<file path="config.mk">
export PLATFORM = sky130hd
export DESIGN_NAME = kpd_irq_ctrl
export DESIGN_NICKNAME = d
export VERILOG_FILES = /design/src/rtl/kpd_pkg.sv /design/src/rtl/kpd_edge_detect.sv /design/src/rtl/kpd_prio_enc.sv /design/src/rtl/kpd_pending_reg.sv /design/src/rtl/kpd_irq_ctrl.sv
export SDC_FILE = /design/constraint.sdc
export NUM_CORES = 1
export LEC_CHECK = 0
export CAP_MARGIN = 20
export CORE_MARGIN = 2
export CORE_UTILIZATION = 47
export DETAILED_ROUTE_END_ITERATION = 16
export GPL_ROUTABILITY_DRIVEN = 0
export PLACE_DENSITY = 0.82
export SYNTH_ARGS = -nofsm -noshare
export SYNTH_HDL_FRONTEND = slang
export SYNTH_SLANG_ARGS = --single-unit
export TNS_END_PERCENT = 1
</file>
<file path="constraint.sdc">
create_clock -name clk -period 2.65 [get_ports clk]
set_input_delay 0.53 -clock clk [delete_from_list [all_inputs] [get_ports clk]]
set_output_delay 0.53 -clock clk [all_outputs]
set_load 0.05 [all_outputs]
</file>
<file path="src/rtl/kpd_pkg.sv">
package kpd_pkg;

  // Widest key bank the shared helpers accept.
  localparam int KPD_MAX_KEYS = 16;

  // Index of the lowest set request bit. The search runs downward, so the
  // last hit it records is the smallest index. Returns 0 when nothing is set.
  function automatic int unsigned lowest_index(input logic [KPD_MAX_KEYS-1:0] req);
    int unsigned idx;
    idx = 0;
    for (int i = KPD_MAX_KEYS - 1; i >= 0; i--) begin
      if (req[i]) idx = i;
    end
    return idx;
  endfunction

endpackage

</file>
<file path="src/rtl/kpd_edge_detect.sv">
module kpd_edge_detect #(
  parameter int NUM_KEYS = 10
) (
  input  logic                clk,
  input  logic                rst,
  input  logic [NUM_KEYS-1:0] keys,
  output logic [NUM_KEYS-1:0] rise
);

  logic [NUM_KEYS-1:0] prev_q;

  for (genvar g = 0; g < NUM_KEYS; g++) begin : g_key
    // During reset the history follows the live line, so a key that is
    // held through reset is not seen as a new press afterwards.
    always_ff @(posedge clk) begin
      prev_q[g] <= keys[g];
    end
    assign rise[g] = keys[g] & ~prev_q[g];
  end

  // in the first cycle after reset, only a line that changed since the
  // reset edge can show a rise.
  assert_no_rise_from_reset_R9: assert property (@(posedge clk) disable iff (rst)
    $fell(rst) |-> ((rise & ~(keys & ~$past(keys))) == '0));

  // rst is only referenced inside the assertion above.
  logic unused_rst;
  assign unused_rst = rst;

endmodule

</file>
<file path="src/rtl/kpd_prio_enc.sv">
module kpd_prio_enc
  import kpd_pkg::*;
#(
  parameter int NUM_KEYS = 10,
  parameter int CODE_W   = (NUM_KEYS > 1) ? $clog2(NUM_KEYS) : 1
) (
  input  logic [NUM_KEYS-1:0] req,
  output logic                any_o,
  output logic [CODE_W-1:0]   idx_o
);

  logic [KPD_MAX_KEYS-1:0] req_ext;
  logic [NUM_KEYS-1:0]     below_mask;

  always_comb begin
    req_ext                 = '0;
    req_ext[NUM_KEYS-1:0]   = req;
    any_o                   = |req;
    idx_o                   = CODE_W'(lowest_index(req_ext));
  end

  // Every bit strictly below the chosen index.
  always_comb begin
    below_mask = '0;
    for (int i = 0; i < NUM_KEYS; i++) begin
      if (i < int'(idx_o)) below_mask[i] = 1'b1;
    end
  end

  // the chosen key is requesting, and no lower-numbered key is.
  always_comb begin
    if (any_o) begin
      assert_lowest_wins_R4: assert (req[idx_o] && ((req & below_mask) == '0));
    end
  end

endmodule

</file>
<file path="src/rtl/kpd_pending_reg.sv">
module kpd_pending_reg #(
  parameter int CODE_W = 4
) (
  input  logic              clk,
  input  logic              rst,
  input  logic              press,     // some key rose this cycle
  input  logic [CODE_W-1:0] new_code,  // winner among the keys that rose
  input  logic              clear,     // processor read of the code register
  output logic              pending_o,
  output logic [CODE_W-1:0] code_o,
  output logic              irq_n_o
);

  logic              pending_q;
  logic [CODE_W-1:0] code_q;
  logic              load;

  // A press is taken when nothing is waiting, or when the waiting code is
  // being read in this same cycle.
  assign load = press && (!pending_q || clear);

  always_ff @(posedge clk) begin
    if (rst) begin
      pending_q <= 1'b0;
      code_q    <= '0;
    end else if (load) begin
      pending_q <= 1'b1;
      code_q    <= new_code;
    end else if (clear) begin
      pending_q <= 1'b0;
      code_q    <= '0;
    end
  end

  assign pending_o = pending_q;
  assign code_o    = code_q;
  assign irq_n_o   = ~pending_q;

  assert_capture_R2: assert property (@(posedge clk) disable iff (rst)
    (press && !pending_q) |=> (!irq_n_o && code_o == $past(new_code)));

  assert_hold_R5: assert property (@(posedge clk) disable iff (rst)
    (pending_q && !clear) |=> ($stable(code_o) && !irq_n_o));

  assert_release_R6: assert property (@(posedge clk) disable iff (rst)
    (clear && !press) |=> (irq_n_o && code_o == '0));

  assert_coincide_R10: assert property (@(posedge clk) disable iff (rst)
    (clear && press) |=> (!irq_n_o && code_o == $past(new_code)));

endmodule

</file>
<file path="src/rtl/kpd_irq_ctrl.sv">
module kpd_irq_ctrl #(
  parameter int                NUM_KEYS  = 10,
  parameter int                DATA_W    = 8,
  parameter int                ADDR_W    = 2,
  parameter int                VALID_BIT = 7,
  parameter logic [ADDR_W-1:0] CODE_ADDR = '0
) (
  input  logic                clk,
  input  logic                rst,
  input  logic [NUM_KEYS-1:0] key_i,
  input  logic                cs,
  input  logic                rd,
  input  logic [ADDR_W-1:0]   addr,
  output logic [DATA_W-1:0]   rdata,
  output logic                irq_n
);

  localparam int CODE_W = (NUM_KEYS > 1) ? $clog2(NUM_KEYS) : 1;

  // Named internal events, used by the assertions.
  logic [NUM_KEYS-1:0] key_rise;
  logic                any_rise;
  logic [CODE_W-1:0]   win_code;
  logic                code_read;
  logic                pending;
  logic [CODE_W-1:0]   held_code;

  // Status byte: the valid flag at VALID_BIT and the key number in the
  // low bits. All other bits are zero.
  function automatic logic [DATA_W-1:0] pack_status(input logic valid,
                                                    input logic [CODE_W-1:0] code);
    logic [DATA_W-1:0] s;
    s             = '0;
    s[CODE_W-1:0] = code;
    s[VALID_BIT]  = valid;
    return s;
  endfunction

  kpd_edge_detect #(.NUM_KEYS(NUM_KEYS)) u_edge (
    .clk  (clk),
    .rst  (rst),
    .keys (key_i),
    .rise (key_rise)
  );

  kpd_prio_enc #(.NUM_KEYS(NUM_KEYS), .CODE_W(CODE_W)) u_enc (
    .req   (key_rise),
    .any_o (any_rise),
    .idx_o (win_code)
  );

  assign code_read = cs && rd && (addr == CODE_ADDR);

  kpd_pending_reg #(.CODE_W(CODE_W)) u_pend (
    .clk       (clk),
    .rst       (rst),
    .press     (any_rise),
    .new_code  (win_code),
    .clear     (code_read),
    .pending_o (pending),
    .code_o    (held_code),
    .irq_n_o   (irq_n)
  );

  always_comb begin
    if (code_read) rdata = pack_status(pending, held_code);
    else           rdata = '0;
  end

  // a read of another address, or a strobe without chip select,
  // leaves a waiting request in place.
  assert_foreign_read_keeps_R7: assert property (@(posedge clk) disable iff (rst)
    (!irq_n && rd && !(cs && addr == CODE_ADDR)) |=> !irq_n);

  // while a code is waiting, the valid flag reads as 1 at the code address.
  assert_valid_flag_R3: assert property (@(posedge clk) disable iff (rst)
    (code_read && !irq_n) |-> rdata[VALID_BIT]);

endmodule

</file>
==> summary.md <==
Cell with the biggest individual delay on the critical path: sky130_fd_sc_hd__clkdlybuf4s50_1. The initial standard-cell utilization of the core is 49.7%, and the leakage power summed over all cells is 0.405 nW. The detailed router's first-iteration violation count was 8; the count of flip-flops with a built-in enable after synthesis was 0.

In this run the most critical hold path is launched from u_pend.code_o[3]. For this run, global-route usage on met1 was measured as 17.9%. Once detail routing completed, the nets flagged for antenna violations numbered 0. Ranked by total cell area, the synthesized netlist is headed by sky130_fd_sc_hd__dfxtp_1, sky130_fd_sc_hd__nand2b_2, sky130_fd_sc_hd__nand4_4.

Vertical die dimension: 43.7 um. The tools report the kind of end point of the critical path as an output port. Setup violations remaining at the end of the flow were counted as 0.

The average via count per standard cell was 5.11; the count of buffer and inverter cells on the critical path was 2. The cell depth of the worst flop-to-flop path is 4. The cell count after synthesis came out at 72. The number of buffers inserted by hold repair at cts came out at 0. During I/O placement, the number of pins put on the boundary was 25. By count the netlist is led by sky130_fd_sc_hd__dfxtp_1, sky130_fd_sc_hd__nand2_1, sky130_fd_sc_hd__nand2b_2. Along the worst hold path, the cell count comes to 2. Clock slew seen by the registers of the worst setup and hold paths: 0.08 ns. The longest clock path from root to sink contains 2 buffers. Setup repair after global routing left no endpoint under its margin.

The tools report the number of H-tree branching levels as 1. Number of design rule violations left after detail routing: 0. At the end of the flow, the number of nets in the layout was 113. Data on the critical path arrives at its endpoint at 1.67 ns. The tools report the root cell of the clock tree as sky130_fd_sc_hd__clkbuf_4. The worst setup skew after layout came out at 0.00368 ns.

STA classifies the critical path startpoint as an input port. The area growth from synthesis to layout is 39.4%. Of the post-synthesis cell area, the dominant cell type holds 40.5%.

After layout, the worst setup slack is 0.449 ns. Entering global routing, the biggest net connects 9 pins. The area of the mapped netlist came out at 741 um2. Total power for the finished layout comes to 0.475 mW. The tools report the reg2reg setup slack as 1.41 ns. The fraction of layout cells with a size suffix above 1 works out to 30.2%. For the TritonCTS buffer count, the log shows 3. The core area is 0.00149 mm2, and the count of state elements after synthesis is 15. Timing would allow up to 454 MHz. The startpoint identified for the worst register-to-register timing path is u_edge.prev_q[1]. The via count of the first global-routing pass was 549.

Timing analysis after detailed placement gives a worst setup slack of 0.448 ns. Row generation in the floorplan step produced 14 rows. The post-synthesis cell type count was 27; the part of the cycle the worst path needs was 83.0%. The tools report the number of pins exceeding their max-slew limit in the final report as 0. The HPWL after detailed placement is 1190 um. The run finished with clean final reports. For hold timing, the worst endpoint is u_pend.code_o[3]. The count of max-cap constraint violations is 0.

Counting the fill cells in the layout gives 119. Across all layers, the routed design uses 572 vias. The final antenna diode count is 0, and the final routed wire length divided by cell count is 12.9 um.

The first global-routing pass estimated 2330 um of wire. TritonCTS built the clock tree. Endpoint of the worst register-to-register path: u_pend.code_o[0].

Internal power comes to 0.346 mW. In the final timing run, aggregate negative setup slack is 0 ns. The power density relative to cell area works out to 460 mW/mm2.

Input and output buffers added on the ports amount to 21. For the worst-skew pair, the clock arrives at the later sink with an insertion delay of 0.28 ns. The number of setup buffers added after CTS is 0. The final hold violation count was 0; the count of placed standard cells including taps was 108. The logs give 2.12 ns for the critical path required time and 0.00191 mm2 for the area of the die.

In this run, the combinational gates consume 21.9% of the power. The final-layout worst hold slack was 0.490 ns. The non-filler instance count after layout came out at 112. The Yosys warning count is 0. The most common cell in the synthesized netlist is sky130_fd_sc_hd__dfxtp_1. The logs give 0.128 mW for the net switching power figure and 2 for the number of detailed-routing iterations run before antenna repair. Fraction of met3 tracks used by global routing: 5.00%.

Among all flip-flop cells after synthesis, the most frequent one is sky130_fd_sc_hd__dfxtp_1. The share of power burned in the clock network was 27.1%. For this run the aggregate overflow at the end of global routing stands at 0.

The number of antenna violations at the first check in global routing was 0. In this design, the largest share of critical-path delay is due to simple AND/OR/NAND/NOR gates. For this run, global-route usage on met2 was measured as 29.4%. The routed design has 1440 um of wire. The most used routing layer is met2. The switching fraction of total power came out at 27.0%. Of all cell types, the one taking the most synthesized area is sky130_fd_sc_hd__dfxtp_1.

The width of the die is 43.7 um, and the global-route usage over all layers is 17.2%. The proportion of synthesized flip-flops having asynchronous set or reset was 0%. Time the final worst path needs with I/O delays and setup: 2.20 ns. CTS saw 15 sinks. The tightest min-delay check is of the flop to flop type. The average footprint of a synthesized cell came out at 10.3 um2. Of all nets on the critical path, the largest fanout is 7.

The sequential share of power came out at 51.1%. For the portion of the post-synthesis area used by sequential elements, the log shows 40.5%. The critical path goes through clkdlybuf4s50_1 -> and4bb_4 -> and2_2 -> buf_12. The classification of the worst setup path was input port to output port.

Gates resized during post-CTS repair numbered 0. VDD sags by at most 316 uV. The largest single stage delay on the critical path is 0.41 ns.
power groups by stage:
stage | registers (mW) | logic [mW] | clock network (mW)
2_1_floorplan | 0.246 | 0.0683 | 0
3_3_place_gp | 0.247 | 0.101 | 0
3_5_place_dp | 0.248 | 0.104 | 0
4_1_cts | 0.242 | 0.105 | 0.132
5_1_grt | 0.244 | 0.111 | 0.145
6_report | 0.242 | 0.104 | 0.128
flip-flops by register name, indices dropped and copies added (netlist names):
signal            flops
u_edge.prev_q        10
u_pend.code_o         4
u_pend.pending_o      1
worst max-delay path by stage:
stage	start	end	slack, ns	cells past startpoint
2_1_floorplan	addr[1]	rdata[7]	0.71	3
3_3_place_gp	addr[0]	rdata[3]	0.47	4
3_5_place_dp	addr[0]	rdata[1]	0.45	4
4_1_cts	addr[0]	rdata[1]	0.45	4
5_1_grt	addr[1]	rdata[7]	0.41	5
6_report	addr[0]	rdata[1]	0.45	4
cell usage in the layout (no fill, tap or decap):
cell type / n
sky130_fd_sc_hd__clkdlybuf4s50_1: 16
sky130_fd_sc_hd__nand3_1: 2
sky130_fd_sc_hd__nand4_4: 2
sky130_fd_sc_hd__nor2_1: 5
sky130_fd_sc_hd__nor4_4: 1
sky130_fd_sc_hd__o221ai_1: 1
sky130_fd_sc_hd__nand3b_1: 1
sky130_fd_sc_hd__o32ai_2: 1
sky130_fd_sc_hd__and2_2: 4
sky130_fd_sc_hd__nand2b_4: 2
sky130_fd_sc_hd__nor2_4: 2
sky130_fd_sc_hd__nor3b_1: 1
sky130_fd_sc_hd__and4bb_4: 1
sky130_fd_sc_hd__o21ai_0: 2
sky130_fd_sc_hd__o211ai_1: 1
sky130_fd_sc_hd__nor2b_4: 1
sky130_fd_sc_hd__clkbuf_1: 1
sky130_fd_sc_hd__o21ai_1: 2
sky130_fd_sc_hd__inv_1: 3
sky130_fd_sc_hd__conb_1: 3
sky130_fd_sc_hd__clkbuf_4: 3
sky130_fd_sc_hd__nand2_1: 6
sky130_fd_sc_hd__or2b_1: 1
sky130_fd_sc_hd__nand2b_2: 6
sky130_fd_sc_hd__buf_12: 5
sky130_fd_sc_hd__and2b_4: 1
sky130_fd_sc_hd__dfxtp_1: 15
sky130_fd_sc_hd__a21oi_1: 3
sky130_fd_sc_hd__a31oi_1: 3
sky130_fd_sc_hd__nor4_1: 1
cells by family after synthesis:
logic type | count (synthesis) | share of synthesized area [%]
simple gates | 37 | 42.7
other cells | 1 | 0.506
buf+inv | 6 | 4.56
compound gates | 13 | 11.7
flops | 15 | 40.5
layout make-up:
| type | count | area [um2] | share of cell area (%) |
|---|---|---|---|
| inverter | 3 | 11.3 | 1.09 |
| tap | 16 | 20.0 | 1.94 |
| sequential | 15 | 300 | 29.1 |
| timing repair buffer | 21 | 260 | 25.2 |
| clock buffer | 4 | 26.3 | 2.55 |
| multi-input combinational | 53 | 414 | 40.1 |
routing by layer:
metal  wire, um  vias up
li1           -      291
met1        567      258
met2        753       17
met3         69        6
met4         52        0
met5          0        -
stage by stage:
step	util, %	area [um2]
2_1_floorplan	-	748
3_3_place_gp	67.6	1010
3_5_place_dp	67.6	1010
4_1_cts	69.3	1030
5_1_grt	69.3	1030
6_report	69.3	1030
tightest hold or removal path: cells and delay by family, from the launching register on:
family         cells  cell delay, ns
flip-flops         1            0.32
AO/OA/AOI/OAI      2            0.13
(Power assumes the default switching activity.)
